## src/rtl/ratio_guard_pkg.sv

```systemverilog
package ratio_guard_pkg;

  typedef enum logic [1:0] {
    SPD_SINGLE = 2'b00,
    SPD_DOUBLE = 2'b01,
    SPD_QUAD   = 2'b10,
    SPD_RSVD   = 2'b11
  } speed_e;

  // Legal bit-clock edges per frame for a given speed code.
  function automatic logic ratio_ok(input logic [1:0] sp, input int unsigned r);
    logic common;
    common = (r == 32) || (r == 48) || (r == 64);
    case (speed_e'(sp))
      SPD_SINGLE: ratio_ok = common || (r == 128);
      SPD_DOUBLE: ratio_ok = common;
      SPD_QUAD:   ratio_ok = common;
      default:    ratio_ok = 1'b0;
    endcase
  endfunction

endpackage

```

## src/rtl/rg_edge_sync.sv

```systemverilog
module rg_edge_sync #(
  parameter int STAGES = 2
) (
  input  logic clk_i,
  input  logic rst_ni,
  input  logic async_i,
  output logic rise_o
);
  // STAGES synchronizer flops plus one history flop for edge detection.
  logic [STAGES:0] shift_q;

  always_ff @(posedge clk_i) begin
    if (!rst_ni) shift_q <= '0;
    else         shift_q <= {shift_q[STAGES-1:0], async_i};
  end

  assign rise_o = shift_q[STAGES-1] & ~shift_q[STAGES];
endmodule

```

## src/rtl/rg_period_counter.sv

```systemverilog
module rg_period_counter #(
  parameter int RATIO_W     = 8,
  parameter int TIMEOUT_CYC = 2048
) (
  input  logic               clk_i,
  input  logic               rst_ni,
  input  logic               bit_rise_i,
  input  logic               frame_rise_i,
  output logic               stb_o,
  output logic [RATIO_W-1:0] meas_o,
  output logic               timeout_o
);
  localparam logic [RATIO_W-1:0] CNT_MAX = {RATIO_W{1'b1}};
  localparam int WD_W = $clog2(TIMEOUT_CYC);
  localparam logic [WD_W-1:0] WD_LAST = WD_W'(TIMEOUT_CYC - 1);

  logic [RATIO_W-1:0] cnt_q;
  logic [WD_W-1:0]    wd_q;
  logic               armed_q;
  logic               timeout_q;

  always_ff @(posedge clk_i) begin
    if (!rst_ni) begin
      cnt_q     <= '0;
      wd_q      <= '0;
      armed_q   <= 1'b0;
      timeout_q <= 1'b0;
      stb_o     <= 1'b0;
      meas_o    <= '0;
    end else begin
      stb_o <= 1'b0;
      if (frame_rise_i) begin
        // A coincident bit edge belongs to the period that opens now.
        cnt_q     <= bit_rise_i ? RATIO_W'(1) : '0;
        wd_q      <= '0;
        timeout_q <= 1'b0;
        armed_q   <= 1'b1;
        if (armed_q) begin
          stb_o  <= 1'b1;
          meas_o <= cnt_q;
        end
      end else begin
        if (bit_rise_i && (cnt_q != CNT_MAX)) cnt_q <= cnt_q + 1'b1;
        if (wd_q == WD_LAST) begin
          timeout_q <= 1'b1;
          armed_q   <= 1'b0;
        end else begin
          wd_q <= wd_q + 1'b1;
        end
      end
    end
  end

  assign timeout_o = timeout_q;

  // a saturated count holds until the period closes
  p_sat_hold_r3: assert property (@(posedge clk_i) disable iff (!rst_ni)
    (cnt_q == CNT_MAX) && !frame_rise_i |=> (cnt_q == CNT_MAX));

  // a frame edge always ends a timeout
  p_timeout_clear_r9: assert property (@(posedge clk_i) disable iff (!rst_ni)
    timeout_q && frame_rise_i |=> !timeout_q);
endmodule

```

## src/rtl/rg_ratio_judge.sv

```systemverilog
module rg_ratio_judge
  import ratio_guard_pkg::*;
#(
  parameter int RATIO_W = 8
) (
  input  logic               clk_i,
  input  logic               rst_ni,
  input  logic [1:0]         speed_i,
  input  logic               stb_i,
  input  logic [RATIO_W-1:0] meas_i,
  input  logic               stale_i,
  output logic [RATIO_W-1:0] ratio_o,
  output logic               valid_o,
  output logic               mismatch_o
);
  logic [RATIO_W-1:0] prev_q;
  logic               have_prev_q;
  logic               legal;

  assign legal = ratio_ok(speed_i, 32'(meas_i));

  always_ff @(posedge clk_i) begin
    if (!rst_ni) begin
      prev_q      <= '0;
      have_prev_q <= 1'b0;
      ratio_o     <= '0;
      valid_o     <= 1'b0;
      mismatch_o  <= 1'b0;
    end else if (stb_i) begin
      ratio_o     <= meas_i;
      prev_q      <= meas_i;
      have_prev_q <= 1'b1;
      if (!legal) begin
        mismatch_o <= 1'b1;
        valid_o    <= 1'b0;
      end else if (have_prev_q && (prev_q == meas_i)) begin
        mismatch_o <= 1'b0;
        valid_o    <= 1'b1;
      end else begin
        mismatch_o <= have_prev_q;
        valid_o    <= 1'b0;
      end
    end else if (stale_i) begin
      valid_o     <= 1'b0;
      have_prev_q <= 1'b0;
    end
  end

  // an illegal measurement raises mismatch and drops valid
  p_illegal_flag_r4: assert property (@(posedge clk_i) disable iff (!rst_ni)
    stb_i && !legal |=> mismatch_o && !valid_o);

  // valid only rises on a repeated measurement
  p_valid_repeat_r6: assert property (@(posedge clk_i) disable iff (!rst_ni)
    $rose(valid_o) |-> $past(stb_i) && $past(have_prev_q) && ($past(meas_i) == $past(prev_q)));
endmodule

```

## src/rtl/ratio_guard.sv

```systemverilog
module ratio_guard
  import ratio_guard_pkg::*;
#(
  parameter int RATIO_W     = 8,
  parameter int TIMEOUT_CYC = 2048,
  parameter int SYNC_STAGES = 2
) (
  input  logic               clk_i,
  input  logic               rst_ni,
  input  logic               bit_clk_i,
  input  logic               frame_clk_i,
  input  logic [1:0]         speed_i,
  output logic [RATIO_W-1:0] ratio_o,
  output logic               valid_o,
  output logic               mismatch_o,
  output logic               timeout_o
);
  localparam int N_CLK = 2;  // index 0: bit clock, 1: frame clock

  logic [N_CLK-1:0]   raw_clk;
  logic [N_CLK-1:0]   rise;
  logic               stb;
  logic [RATIO_W-1:0] meas;
  logic               stale;
  logic               valid_q;
  logic               mismatch_q;
  logic               rsvd;

  assign raw_clk = {frame_clk_i, bit_clk_i};

  for (genvar g = 0; g < N_CLK; g++) begin : g_sync
    rg_edge_sync #(.STAGES(SYNC_STAGES)) u_sync (
      .clk_i  (clk_i),
      .rst_ni (rst_ni),
      .async_i(raw_clk[g]),
      .rise_o (rise[g])
    );
  end

  rg_period_counter #(.RATIO_W(RATIO_W), .TIMEOUT_CYC(TIMEOUT_CYC)) u_count (
    .clk_i       (clk_i),
    .rst_ni      (rst_ni),
    .bit_rise_i  (rise[0]),
    .frame_rise_i(rise[1]),
    .stb_o       (stb),
    .meas_o      (meas),
    .timeout_o   (stale)
  );

  rg_ratio_judge #(.RATIO_W(RATIO_W)) u_judge (
    .clk_i     (clk_i),
    .rst_ni    (rst_ni),
    .speed_i   (speed_i),
    .stb_i     (stb),
    .meas_i    (meas),
    .stale_i   (stale),
    .ratio_o   (ratio_o),
    .valid_o   (valid_q),
    .mismatch_o(mismatch_q)
  );

  assign rsvd       = (speed_e'(speed_i) == SPD_RSVD);
  assign valid_o    = valid_q & ~rsvd;
  assign mismatch_o = mismatch_q | rsvd;
  assign timeout_o  = stale;

  // the two verdict flags exclude each other
  p_flags_excl_r7: assert property (@(posedge clk_i) disable iff (!rst_ni)
    !(valid_o && mismatch_o));
endmodule

```

## config.mk

```make
export PLATFORM = sky130hd
export DESIGN_NAME = ratio_guard
export DESIGN_NICKNAME = d
export VERILOG_FILES = /design/src/rtl/ratio_guard_pkg.sv /design/src/rtl/rg_edge_sync.sv /design/src/rtl/rg_period_counter.sv /design/src/rtl/rg_ratio_judge.sv /design/src/rtl/ratio_guard.sv
export SDC_FILE = /design/constraint.sdc
export NUM_CORES = 1
export LEC_CHECK = 0
export ABC_AREA = 1
export BUFFER_PORTS_ARGS = -buffer_cell sky130_fd_sc_hd__buf_4
export CAP_MARGIN = 10
export CORE_ASPECT_RATIO = 1.25
export CORE_MARGIN = 10
export CORE_UTILIZATION = 35
export DETAILED_ROUTE_END_ITERATION = 8
export MAX_ROUTING_LAYER = met4
export PLACE_DENSITY = 0.6
export SLEW_MARGIN = 30
export SYNTH_ARGS = -nofsm -noshare
export SYNTH_HDL_FRONTEND = slang
export SYNTH_SLANG_ARGS = --single-unit
```

## constraint.sdc

```tcl
create_clock -name clk_i -period 1.45 [get_ports clk_i]
set_input_delay 0.0725 -clock clk_i [delete_from_list [all_inputs] [get_ports clk_i]]
set_output_delay 0.0725 -clock clk_i [all_outputs]
set_load 0.005 [all_outputs]
```

==> impl_metrics.json, run 1 <==
{
  "leakage_nw": 1.204,
  "yosysWarnings": 0,
  "cp.arrival_ns": 1.62,
  "fin_cells": 440,
  "fin_nets": 365,
  "syn_area_per_cell_um2": 6.820,
  "antenna_found_initial": 0,
  "clk_latency_ns": 0.30,
  "grt_overflow": 0,
  "ant_nets": 0,
  "synth-compound-area-share": 0.1297,
  "layout_common_cells": "nand2_1 (83), inv_1 (52), dfxtp_1 (45), nor2_1 (33), buf_4 (28)",
  "setup_violations": 0,
  "end_kind": "flop",
  "drt-met1-wl_um": 2148,
  "ys_types": 24,
  "synth_xor_area_frac": 0.01982,
  "period_share": 0.9506,
  "start_util": 0.3584,
  "die_height_um": 108.8,
  "cts.path.max_buffers": 2,
  "rsz0062_at_grt": "true",
  "min_period_ns": 1.378,
  "slew_violations": 0,
  "first_iter_violations": 73,
  "crit_cells": 8,
  "syn_inst": 324,
  "cts-root-buf": "clkbuf_8",
  "n_antenna_cell": 0,
  "outcome": "completed",
  "endpoint": "u_count.cnt_q[7]",
  "wirelength_um": 4658,
  "drc": 0,
  "place_congestion": 0.8247,
  "grt_pass1_vias": 1756,
  "route.met2.wl_um": 2272,
  "gr-usage-all-layers": 0.09740,
  "ys_seq_area_frac": 0.4258,
  "vias": 2002,
  "die_area_um2": 9911,
  "crit_fanout": 5,
  "io_pins": 17,
  "grt_pass1_wl_um": 7845,
  "path_common_cell": "nor2_1",
  "muxShareOfSynthArea": 0,
  "critPathTopFamily": "simple AND/OR/NAND/NOR gates",
  "drive_above_1_share": 0.1634,
  "synthSimpleGateAreaFrac": 0.2882,
  "coreArea_um2": 6166,
  "ctsHtreeMaxLevel": 2,
  "first_pass_iters": 4,
  "final_common_cell": "nand2_1",
  "cts-buffers-inserted": 5,
  "rr_worst_depth": 8,
  "worstReg2RegStart": "u_count.cnt_q[0]",
  "port_buffers": 16,
  "power_density_nw_per_um2": 862.3,
  "dr_wl_met3_um": 161,
  "skew_ns": 0.01109,
  "relSlewSlack": 0.6418,
  "max_stage_delay_ns": 0.37,
  "fmax_ghz": 0.7255,
  "crit_slowest_cell": "dfxtp_4",
  "maxCapViolCount": 0,
  "grt_max_degree": 24,
  "dp_hpwl_um": 3353,
  "reg2reg_setup_slack_ns": 0.07,
  "cts_sinks": 47,
  "final_util": 0.4308,
  "tns_ns": 0,
  "wl_per_cell_um": 10.59,
  "synth_seq_cells": 47,
  "fp-row-count": 32,
  "crit_required_ns": 1.69,
  "max_slew.worst_pin.slew_ns": 0.5353,
  "critPathKind": "flop to flop",
  "highest_layer": "met4",
  "min_path_type": "primary input to flop",
  "critPathLaunch": "u_count.cnt_q[0]",
  "path_clk_slew_ns": 0.08,
  "netlist_area_um2": 2210,
  "synth_top_family_by_area": "simple AND/OR/NAND/NOR gates",
  "synth_nets": 334,
  "cp_num_buf_inv": 1,
  "area_growth_pct": 20.22,
  "rr_endpoint": "u_count.cnt_q[7]",
  "n_fill_cell": 666,
  "synthAdderAreaFrac": 0.02265,
  "dp_cells": 427,
  "fp.dieW_um": 91.07,
  "viasPerCell": 4.550,
  "ir_drop_mv": 0.3750,
  "cts_tree": "done",
  "startpoint_type": "flop",
  "hold_violations": 0,
  "path_cells": "ha_4, nand2_2, inv_2, nand3b_1, nand4_1, nor2_1, nor2_1, nor2_1"
}
==> cell usage after synthesis (all sizes together) <==
| master | number | area, um^2 |
|---|---|---|
| xor2 | 1 | 8.760 |
| nand3 | 12 | 60.06 |
| clkbuf | 2 | 7.510 |
| inv | 55 | 206.5 |
| buf | 5 | 37.53 |
| a21oi | 28 | 143.9 |
| a31oi | 2 | 12.51 |
| dfxtp | 47 | 940.9 |
| ha | 4 | 50.05 |
| xnor2 | 4 | 35.03 |
| or2 | 2 | 12.51 |
| nand4 | 3 | 25.02 |
| o21ai | 26 | 130.1 |
| nand2 | 88 | 335.3 |
| nor3 | 7 | 46.30 |
| nor2 | 36 | 142.6 |
| nand3b | 2 | 15.01 |
==> state kept, by name, indices dropped and copies added (netlist names) <==
name and count:
u_judge.mismatch_o 1, u_count.timeout_o 1, u_judge.have_prev_q 1, u_judge.valid_o 1, u_count.armed_q 1, g_sync.u_sync.shift_q 6, u_judge.prev_q 8, u_count.cnt_q 8
u_count.meas_o 8, u_count.wd_q 11, u_count.stb_o 1
==> repair_timing <==
action	CTS	global route
buffers inserted	1	2
cloned	0	1
setup endpoints to repair	15	27
pin swaps	0	5
hold buffers	2	0
gates resized for setup	3	18
hold endpoints to repair	2	0
==> metal layers <==
| layer | global-route usage | vias up |
|---|---|---|
| li1 | - | 1070 |
| met1 | 0.1073 | 902 |
| met2 | 0.1593 | 23 |
| met3 | 0.03164 | 7 |
| met4 | 0.04148 | 0 |
| met5 | - | - |
==> where the power goes <==
group          internal, mW  total (mW)  switching (mW)
combinational        0.0682       0.158          0.0898
sequential             1.31        1.33          0.0162
clock                 0.375       0.804           0.430
==> worst min path at each step <==
stage,to,startpoint,cells past startpoint
final,u_judge.mismatch_o,rst_ni,4
after global routing,u_judge.have_prev_q,rst_ni,4
after CTS,u_judge.mismatch_o,rst_ni,4
after detailed placement,g_sync[0].u_sync.shift_q[0],bit_clk_i,3
after global placement,g_sync[0].u_sync.shift_q[0],bit_clk_i,3
after floorplan,g_sync[0].u_sync.shift_q[0],bit_clk_i,2
==> area by class of cell <==
type / instances / area [um^2] / share of cell area
tap: 85 / 106.4 / 0.04004
timing repair buffer: 30 / 230.2 / 0.08667
multi-input combinational: 216 / 1080 / 0.4065
sequential: 47 / 945.9 / 0.3561
clock buffer: 6 / 82.58 / 0.03109
inverter: 55 / 206.4 / 0.07772
clock inverter: 1 / 5.005 / 0.001884
==> tightest hold or removal path, stage by stage <==
cell,delay [ns]
buf_4,0.09
inv_2,0.04
buf_4,0.14
nor2_1,0.08
==> metrics by stage <==
stage          cell area, um^2  total power, mW  worst slack (ns)  hold WS, ns
2_1_floorplan             2210            1.454           0.09440       0.1701
3_3_place_gp              2459            1.507          -0.06460       0.2560
3_5_place_dp              2459            1.509          -0.07851       0.2624
4_1_cts                   2587            2.323         0.0009549       0.1564
5_1_grt                   2656            2.401          -0.03296       0.1715
6_report                  2656            2.291           0.07163       0.1683
==> cell families (layout without fill, tap and decap cells) <==
family          after synthesis  in the layout
simple gates                150            151
buf+inv                      62             92
compound gates               56             56
flops                        47             47
xor+xnor                      5              5
fa+ha+maj                     4              4
Note: power is estimated with default switching activity, not from simulation.
==> inputs of run 2 (changes only) <==
--- a/config.mk
+++ b/config.mk
@@ -10,10 +10,11 @@
 export CAP_MARGIN = 10
 export CORE_ASPECT_RATIO = 1.25
 export CORE_MARGIN = 10
-export CORE_UTILIZATION = 35
+export CORE_UTILIZATION = 53
 export DETAILED_ROUTE_END_ITERATION = 8
 export MAX_ROUTING_LAYER = met4
-export PLACE_DENSITY = 0.6
+export PLACE_DENSITY = 0.82
+export REMOVE_ABC_BUFFERS = 1
 export SLEW_MARGIN = 30
 export SYNTH_ARGS = -nofsm -noshare
 export SYNTH_HDL_FRONTEND = slang
==> run 2 against run 1 <==
Net effect: flip-flop and latch count unchanged; setup slack worse by 0.0044 ns; cell count down 5.9%; global-route usage increased by 3.4 points; non-clock buffer count is 3 higher; count of clock-buffer cells in the layout is the same; sequential power hardly changed; register-to-register slack hardly changed; power increased by 8.5%; maximum frequency fell by 0.32%; first-iteration DRC count up 110%; critical path type unchanged; largest power group unchanged.
==> impl_metrics.json, run 2 (same netlist as run 1, synthesis figures left out) <==
{
  "setup_violations": 0,
  "end_kind": "flop",
  "crit_fanout": 4,
  "power_density_nw_per_um2": 929.6,
  "rsz0062_at_grt": "true",
  "worstReg2RegStart": "u_count.wd_q[1]",
  "grt_max_degree": 21,
  "multi_input_area_um2": 1075,
  "fin_ws_ns": 0.06727,
  "max_slew.worst_pin.slew_ns": 0.4100,
  "cts-root-buf": "clkbuf_8",
  "grt_pass1_wl_um": 7590,
  "skew_ns": 0.005807,
  "cts-buffers-inserted": 5,
  "die_height_um": 92.19,
  "hold_violations": 0,
  "cts.path.max_buffers": 2,
  "top_register": "u_count.wd_q",
  "fin_nets": 367,
  "path_clk_slew_ns": 0.09,
  "startpoint_type": "flop",
  "gr-usage-all-layers": 0.1310,
  "first_pass_iters": 4,
  "drive_above_1_share": 0.1760,
  "total_power_mw": 2.484,
  "io_pins": 17,
  "grt_overflow": 0,
  "seqCellArea_um2": 947.2,
  "outcome": "completed",
  "start_util": 0.5434,
  "min-delay-start": "rst_ni",
  "die_area_um2": 7168,
  "drc": 0,
  "n_antenna_cell": 0,
  "viasPerCell": 4.901,
  "first_iter_violations": 153,
  "tns_ns": 0,
  "port_buffers": 16,
  "final_common_cell": "nand2_1",
  "critPathKind": "flop to flop",
  "ir_drop_mv": 0.6390,
  "min_path_cells": 3,
  "period_share": 0.9536,
  "ctsHtreeMaxLevel": 2,
  "holdPathEnd": "u_count.meas_o[7]",
  "fmax_ghz": 0.7232,
  "largest_register_ffs": 11,
  "fp.dieW_um": 77.75,
  "min_path_type": "primary input to flop",
  "grt_pass1_vias": 1896,
  "clk_latency_ns": 0.30,
  "n_fill_cell": 349,
  "leakage_nw": 1.252,
  "rr_endpoint": "u_count.wd_q[0]",
  "dp_slack_ns": 0.005893,
  "maxCapViolCount": 0,
  "wl_per_cell_um": 11.00,
  "cts_tree": "done",
  "relSlewSlack": 0.7264,
  "slew_violations": 0,
  "coreArea_um2": 4066,
  "layout_common_cells": "nand2_1 (84), inv_1 (53), dfxtp_1 (42), nor2_1 (33), buf_4 (30)",
  "antenna_found_initial": 0,
  "fp-row-count": 26,
  "vias": 2029,
  "wirelength_um": 4552,
  "place_congestion": 0.8329,
  "cp.arrival_ns": 1.61,
  "rr_worst_depth": 8,
  "min_period_ns": 1.383,
  "reg2reg_setup_slack_ns": 0.07,
  "ant_nets": 0,
  "area_growth_pct": 20.95,
  "dp_hpwl_um": 3362,
  "cts_sinks": 47,
  "crit_required_ns": 1.68
}
-- run 2: cell types whose count changed in the layout (fill, tap and decap cells not counted), sizes merged --
cell    before  now
buf         28   31
bufinv       0    1
nand4        4    3
-- run 2: area by class of cell --
cell class / instances / area share
Clock buffer: 6 / 0.03090
Clock inverter: 2 / 0.01311
Inverter: 55 / 0.07725
Multi-Input combinational cell: 215 / 0.4022
Sequential cell: 47 / 0.3544
Tap cell: 56 / 0.02622
Timing Repair Buffer: 33 / 0.09597
-- run 2: worst max path at each step --
stage,startpoint,end,cells past startpoint
finish,u_count.wd_q[1],u_count.wd_q[0],8
global route,u_count.cnt_q[0],u_count.cnt_q[0],7
detailed placement,g_sync[1].u_sync.shift_q[1],u_count.wd_q[8],5
global placement,u_count.wd_q[0],u_count.wd_q[9],7
CTS,u_count.wd_q[0],u_count.wd_q[5],7
floorplan,u_count.wd_q[0],u_count.wd_q[9],7
-- run 2: worst max-delay path: stages (launching register included) --
cell and delay [ns]:
dfxtp_2 0.36, ha_4 0.16, nand2_4 0.06, nor3_4 0.18
buf_6 0.14, nand2_4 0.05, nor2_4 0.15, nand3_1 0.09
a21oi_1 0.12
-- run 2: power breakdown --
part           internal, mW  switching, mW  total, mW
registers              1.31         0.0171       1.33
clock network         0.558          0.429      0.987
logic                0.0731         0.0931      0.166
total                  1.95          0.539       2.48
-- run 2: stage by stage --
step                      hold WS, ns  instance area [um^2]  instances  utilization
after floorplan                0.1660                  2165        317            -
after CTS                     0.05605                  2600        413       0.6394
after global placement         0.2545                  2460        403       0.6049
after detailed placement       0.2657                  2460        403       0.6049
after global routing          0.07702                  2673        414       0.6572
final                         0.05909                  2673        414       0.6572
-- run 2: repair_timing --
action                                  in CTS  in global routing
hold buffers                                 2                  0
resized for setup                            1                 23
endpoints found under the hold margin        2                  0
pin swaps                                    0                  6
endpoints found under the setup margin       3                 18
buffers inserted                             0                  1
-- run 2: layer usage --
| metal | up-vias | global-route usage | routed length, um |
|---|---|---|---|
| met1 | 915 | 0.1244 | 1857 |
| met2 | 37 | 0.2327 | 2359 |
| li1 | 1067 | - | - |
| met3 | 10 | 0.03613 | 210 |
| met4 | 0 | 0.07317 | 124 |
| met5 | - | - | 0 |
